File: src/rtl/rxto_pkg.sv
package rxto_pkg;

    typedef enum logic [1:0] {
        WL_5 = 2'd0,
        WL_6 = 2'd1,
        WL_7 = 2'd2,
        WL_8 = 2'd3
    } word_len_e;

    localparam int unsigned MAX_FRAME_BITS = 12;

    // start + (5 + code) data + parity + one or two stop bits
    function automatic logic [3:0] frame_bits(word_len_e wl, logic par, logic two);
        return 4'd7 + {2'b00, wl} + {3'b000, par} + {3'b000, two};
    endfunction

endpackage

File: src/rtl/rxto_char_len.sv
module rxto_char_len
    import rxto_pkg::*;
#(
    parameter int unsigned TICKS_PER_BIT = 16,
    parameter int unsigned IDLE_CHARS    = 4,
    parameter int unsigned LIM_W         = 10
) (
    input  logic [1:0]       word_len,
    input  logic             parity_en,
    input  logic             two_stop,
    output logic [LIM_W-1:0] limit
);

    localparam int unsigned TICKS_PER_CHAR_BIT = IDLE_CHARS * TICKS_PER_BIT;

    logic [3:0] bits_d;

    always_comb begin
        bits_d = frame_bits(word_len_e'(word_len), parity_en, two_stop);
        limit  = LIM_W'(TICKS_PER_CHAR_BIT) * LIM_W'(bits_d);
    end

endmodule

File: src/rtl/rxto_idle_timer.sv
module rxto_idle_timer #(
    parameter int unsigned LIM_W = 10
) (
    input  logic             clk,
    input  logic             rst_n,
    input  logic             restart,
    input  logic             baud_tick,
    input  logic [LIM_W-1:0] limit,
    output logic [LIM_W-1:0] elapsed,
    output logic             expired
);

    typedef struct packed {
        logic [LIM_W-1:0] cnt;
    } tmr_s;

    tmr_s tmr_d, tmr_q;

    always_comb begin
        tmr_d = tmr_q;
        if (restart) begin
            tmr_d.cnt = '0;
        end else if (baud_tick && (tmr_q.cnt <= limit)) begin
            tmr_d.cnt = tmr_q.cnt + LIM_W'(1);
        end
    end

    always_ff @(posedge clk or negedge rst_n) begin
        if (!rst_n) tmr_q <= '0;
        else        tmr_q <= tmr_d;
    end

    assign elapsed = tmr_q.cnt;
    assign expired = (tmr_q.cnt > limit);

    p_hold_no_tick_r7: assert property (@(posedge clk) disable iff (!rst_n)
        (!baud_tick && !restart) |=> $stable(tmr_q.cnt));

    p_restart_zero_r6: assert property (@(posedge clk) disable iff (!rst_n)
        restart |=> (tmr_q.cnt == '0));

endmodule

File: src/rtl/rxto_flag.sv
module rxto_flag (
    input  logic clk,
    input  logic rst_n,
    input  logic enable,
    input  logic nonempty,
    input  logic host_rd,
    input  logic rx_char,
    input  logic expired,
    output logic pend
);

    typedef struct packed {
        logic pend;
    } flag_s;

    flag_s st_d, st_q;

    always_comb begin
        st_d = st_q;
        if (!enable || !nonempty || host_rd) begin
            st_d.pend = 1'b0;
        end else if (expired && !rx_char) begin
            st_d.pend = 1'b1;
        end
    end

    always_ff @(posedge clk or negedge rst_n) begin
        if (!rst_n) st_q <= '0;
        else        st_q <= st_d;
    end

    assign pend = st_q.pend;

    p_empty_clears_r1: assert property (@(posedge clk) disable iff (!rst_n)
        !nonempty |=> !pend);

    p_read_clears_r5: assert property (@(posedge clk) disable iff (!rst_n)
        host_rd |=> !pend);

    p_disabled_low_r8: assert property (@(posedge clk) disable iff (!rst_n)
        !enable |=> !pend);

    p_char_keeps_r6: assert property (@(posedge clk) disable iff (!rst_n)
        (pend && rx_char && !host_rd && nonempty && enable) |=> pend);

endmodule

File: src/rtl/rx_timeout_det.sv
module rx_timeout_det
    import rxto_pkg::*;
#(
    parameter int unsigned FIFO_DEPTH    = 32,
    parameter int unsigned TICKS_PER_BIT = 16,
    parameter int unsigned IDLE_CHARS    = 4,
    parameter int unsigned CNT_W         = $clog2(FIFO_DEPTH + 1)
) (
    input  logic             clk,
    input  logic             rst_n,
    input  logic [CNT_W-1:0] fifo_count,
    input  logic             rx_char_stb,
    input  logic             host_rd_stb,
    input  logic             baud_tick,
    input  logic [1:0]       word_len,
    input  logic             parity_en,
    input  logic             two_stop,
    input  logic             rx_int_en,
    output logic             timeout_pend
);

    localparam int unsigned MAX_LIMIT = IDLE_CHARS * TICKS_PER_BIT * MAX_FRAME_BITS;
    localparam int unsigned LIM_W     = $clog2(MAX_LIMIT + 2);

    logic [LIM_W-1:0] limit;
    logic [LIM_W-1:0] elapsed;
    logic             expired;
    logic             nonempty;
    logic             restart;

    assign nonempty = (fifo_count != '0);
    assign restart  = rx_char_stb | host_rd_stb | !nonempty | !rx_int_en;

    rxto_char_len #(
        .TICKS_PER_BIT (TICKS_PER_BIT),
        .IDLE_CHARS    (IDLE_CHARS),
        .LIM_W         (LIM_W)
    ) u_len (
        .word_len  (word_len),
        .parity_en (parity_en),
        .two_stop  (two_stop),
        .limit     (limit)
    );

    rxto_idle_timer #(
        .LIM_W (LIM_W)
    ) u_tmr (
        .clk       (clk),
        .rst_n     (rst_n),
        .restart   (restart),
        .baud_tick (baud_tick),
        .limit     (limit),
        .elapsed   (elapsed),
        .expired   (expired)
    );

    rxto_flag u_flag (
        .clk      (clk),
        .rst_n    (rst_n),
        .enable   (rx_int_en),
        .nonempty (nonempty),
        .host_rd  (host_rd_stb),
        .rx_char  (rx_char_stb),
        .expired  (expired),
        .pend     (timeout_pend)
    );

    p_rise_after_window_r2: assert property (@(posedge clk) disable iff (!rst_n)
        $rose(timeout_pend) |-> ($past(elapsed) > $past(limit)));

endmodule

File: config.mk
export PLATFORM = sky130hd
export DESIGN_NAME = rx_timeout_det
export DESIGN_NICKNAME = d
export VERILOG_FILES = /design/src/rtl/rxto_pkg.sv /design/src/rtl/rxto_char_len.sv /design/src/rtl/rxto_idle_timer.sv /design/src/rtl/rxto_flag.sv /design/src/rtl/rx_timeout_det.sv
export SDC_FILE = /design/constraint.sdc
export NUM_CORES = 1
export LEC_CHECK = 0
export CAP_MARGIN = 25
export CORE_MARGIN = 5
export CORE_UTILIZATION = 50
export DETAILED_ROUTE_END_ITERATION = 10
export PLACE_DENSITY = 0.88
export RECOVER_POWER = 100
export SKIP_LAST_GASP = 1
export SLEW_MARGIN = 0
export SYNTH_ARGS = -nofsm -noshare
export SYNTH_HDL_FRONTEND = slang
export SYNTH_SLANG_ARGS = --single-unit
File: constraint.sdc
create_clock -name clk -period 2.4 [get_ports clk]
set_input_delay 0.36 -clock clk [delete_from_list [all_inputs] [get_ports clk]]
set_output_delay 0.36 -clock clk [all_outputs]
set_load 0.03 [all_outputs]
==> key figures <==
Outcome
  • Status: finished, violations left
  • Violated checks: negative setup slack

Clock network
  • CTS clk-pin slew, worst paths: 80 ps
  • Worst skew pair latency: 280 ps
  • Root buf cell: clkbuf_4
  • CTS H-tree depth: 1
  • CTS Buf Count: 3
  • Hold_buf cts: 0
  • Clk sinks: 11
  • Longest Clk Path Bufs: 2
  • CTS tree: yes

Floorplanning
  • Top Ports: 17
  • Die area: 2600 µm²
  • Core area: 1540 µm²
  • Die height: 51.0 µm
  • Row count: 14
  • Initial Utilization: 54.5%
  • Die Width: 51.0 µm

STA
  • Worst Hold Margin: 484 ps
  • RSZ-0062 raised after global routing: yes
  • Slew headroom: 65.5%
  • Worst-Margin Slew: 516 ps
  • Count of pins over their slew limit: 0
  • Final Skew: 11.0 ps
  • Timing-limited maximum frequency: 0.388 GHz
  • Final hold viol count: 0
  • Final worst slack: -179 ps
  • Fin crit period: 2580 ps
  • Final setup fails: 9
  • Setup TNS: -1200 ps
  • Period utilization: 107%

Place
  • GP Congestion: 0.814
  • Hpwl dp: 1630 µm
  • Port Buffers: 16
  • Dpl cell area: 1080 µm²

GRT
  • Initial antenna violation count: 0
  • GRT Total Usage: 21.0%
  • First-pass GRT wire length: 4110 µm
  • Vias in the first global route: 864
  • Grt ovf: 0
  • Largest net degree at the start of global routing: 12

Route
  • Vias per cell: 5.99
  • DR iter-0 viols: 25
  • Vias: 785
  • Drt first pass iters: 4
  • Total routed wirelength: 2530 µm
  • DRC: 0
  • Antenna viol nets, final: 0
  • Drt wl/cell: 19.3 µm

Worst setup path
  • Crit Reg-Reg Startpoint: u_tmr.elapsed[7]
  • Crit path to: u_tmr.elapsed[9]
  • Worst Setup SP: word_len[0]
  • Req. time, crit path: 2620 ps
  • R2R depth: 7
  • Crit-path max FO: 5
  • Crit start category: input pin
  • Reg2Reg Setup Slack: 500 ps
  • Crit path DAT: 2800 ps
  • Worst Path Class, Setup: in -> reg
  • Crit. End Element: register
  • Critical R2R Capture: u_tmr.elapsed[9]

Yosys
  • Number of synthesized flops with an enable pin: 0
  • Post-synth top flop: dfrtp_1
  • Synth Instances: 85
  • Yosys warnings: 0
  • Synth top area share: 32.8%
  • Top cell types by occurrence after synthesis: inv_1, dfrtp_1, ha_1
  • Syn avg cell area: 9.88 µm²
  • Seq cells post-synth: 11
  • Synth area leader: dfrtp_1
  • Post-synthesis cell area: 840 µm²
  • Post-synth ARST share: 100%
  • Syn Nets: 111
  • Distinct cells, synth: 35
  • Sequential-to-total area share from yosys stat: 32.8%
  • Synth area leaders: dfrtp_1, ha_1, inv_1
  • Count leader, synth: inv_1

Layout
  • Diode count: 0
  • Area of the multi-input gates: 611 µm²
  • Area grow syn2layout: 51.1%
  • Final core utilization: 82.3%
  • Design area: 1270 µm²
  • Filler cells: 81
  • Register area: 275 µm²
  • Share of cells above drive strength 1: 33.9%
  • Number of nets at the end of the flow: 142

Run
  • Max_cap viols: 0

Power
  • Peak VDD IR: 0.330 mV
  • Cell area power density: 349 nW/µm²
  • Leak pwr: 0.000547 µW

Min path
  • Hold WC Path Type: in -> async
-- report_power, final --
group / total [µW] / switching (µW) / internal, µW
clock: 132 / 67.1 / 64.5
combinational: 125 / 53.1 / 71.7
sequential: 187 / 1.01 / 186
total: 443 / 121 / 322
-- flip-flops by register name, indices dropped and copies added (netlist names) --
| name | cells |
|---|---|
| u_flag.pend | 1 |
| u_tmr.elapsed | 10 |
-- area by class of cell --
type / instances / share of cell area, %
tap: 16 / 1.58
clock buffer: 4 / 2.07
sequential: 11 / 21.7
inverter: 12 / 4.73
multi-input combinational: 61 / 48.1
timing repair buffer: 27 / 21.8
-- per-layer routing --
metal  up-vias  part of all wire [%]  track usage, %
met5         -                     0               0
met4         0                   3.7            6.81
met3        12                   7.4            6.40
met2        46                    50            37.8
met1       366                    39            23.3
li1        361                     -               -
-- per-stage QoR --
stage          setup slack (ps)  cells  power (µW)
6_report                   -179    131         443
5_1_grt                    -301    131         466
4_1_cts                    -147    129         432
3_5_place_dp              -1150    120         286
3_3_place_gp              -1010    120         279
2_1_floorplan              -229     85         240
-- worst min path at each step --
stage,depth (start not counted),endpoint,startpoint,slack (ps)
6_report,1,u_flag.pend,rst_n,480
3_3_place_gp,2,u_tmr.elapsed[9],u_tmr.elapsed[9],540
4_1_cts,1,u_flag.pend,rst_n,440
2_1_floorplan,0,u_flag.pend,rst_n,60
5_1_grt,1,u_flag.pend,rst_n,520
3_5_place_dp,2,u_tmr.elapsed[5],u_tmr.elapsed[5],570
-- timing repair --
item,in CTS,in global routing
resized for setup,19,7
setup buffers,5,2
pin swaps,17,8
endpoints found under the setup margin,11,10
endpoints found under the hold margin,0,0
-- worst max-delay path, cell delays in order --
cell      delay (ps)
buf_6            100
inv_4             50
ha_4             190
inv_2             60
ha_4             130
inv_2             40
fa_2             560
ha_4             210
nor2b_4          130
o211ai_4         220
buf_4            180
nand4_4           90
or4_1            410
nand2_1           80
-- cell usage in the layout (no fill, tap or decap), drive strengths merged, types with 3 or more instances in the layout --
master	count
buf	13
nand4	5
clkdlybuf4s50	11
and2	3
inv	12
ha	9
clkbuf	4
nor2	8
xor2	3
nand2	5
dfrtp	11
xnor2	3
-- cell families after synthesis --
group | count (synthesis) | synth area share, %
simple gates | 33 | 24.7
buf+inv | 13 | 5.96
xor+xnor | 6 | 6.26
mux | 1 | 1.19
fa+ha+maj | 10 | 15.8
compound gates | 11 | 13.3
flops | 11 | 32.8
No activity file was read; power rests on OpenSTA's default activity.
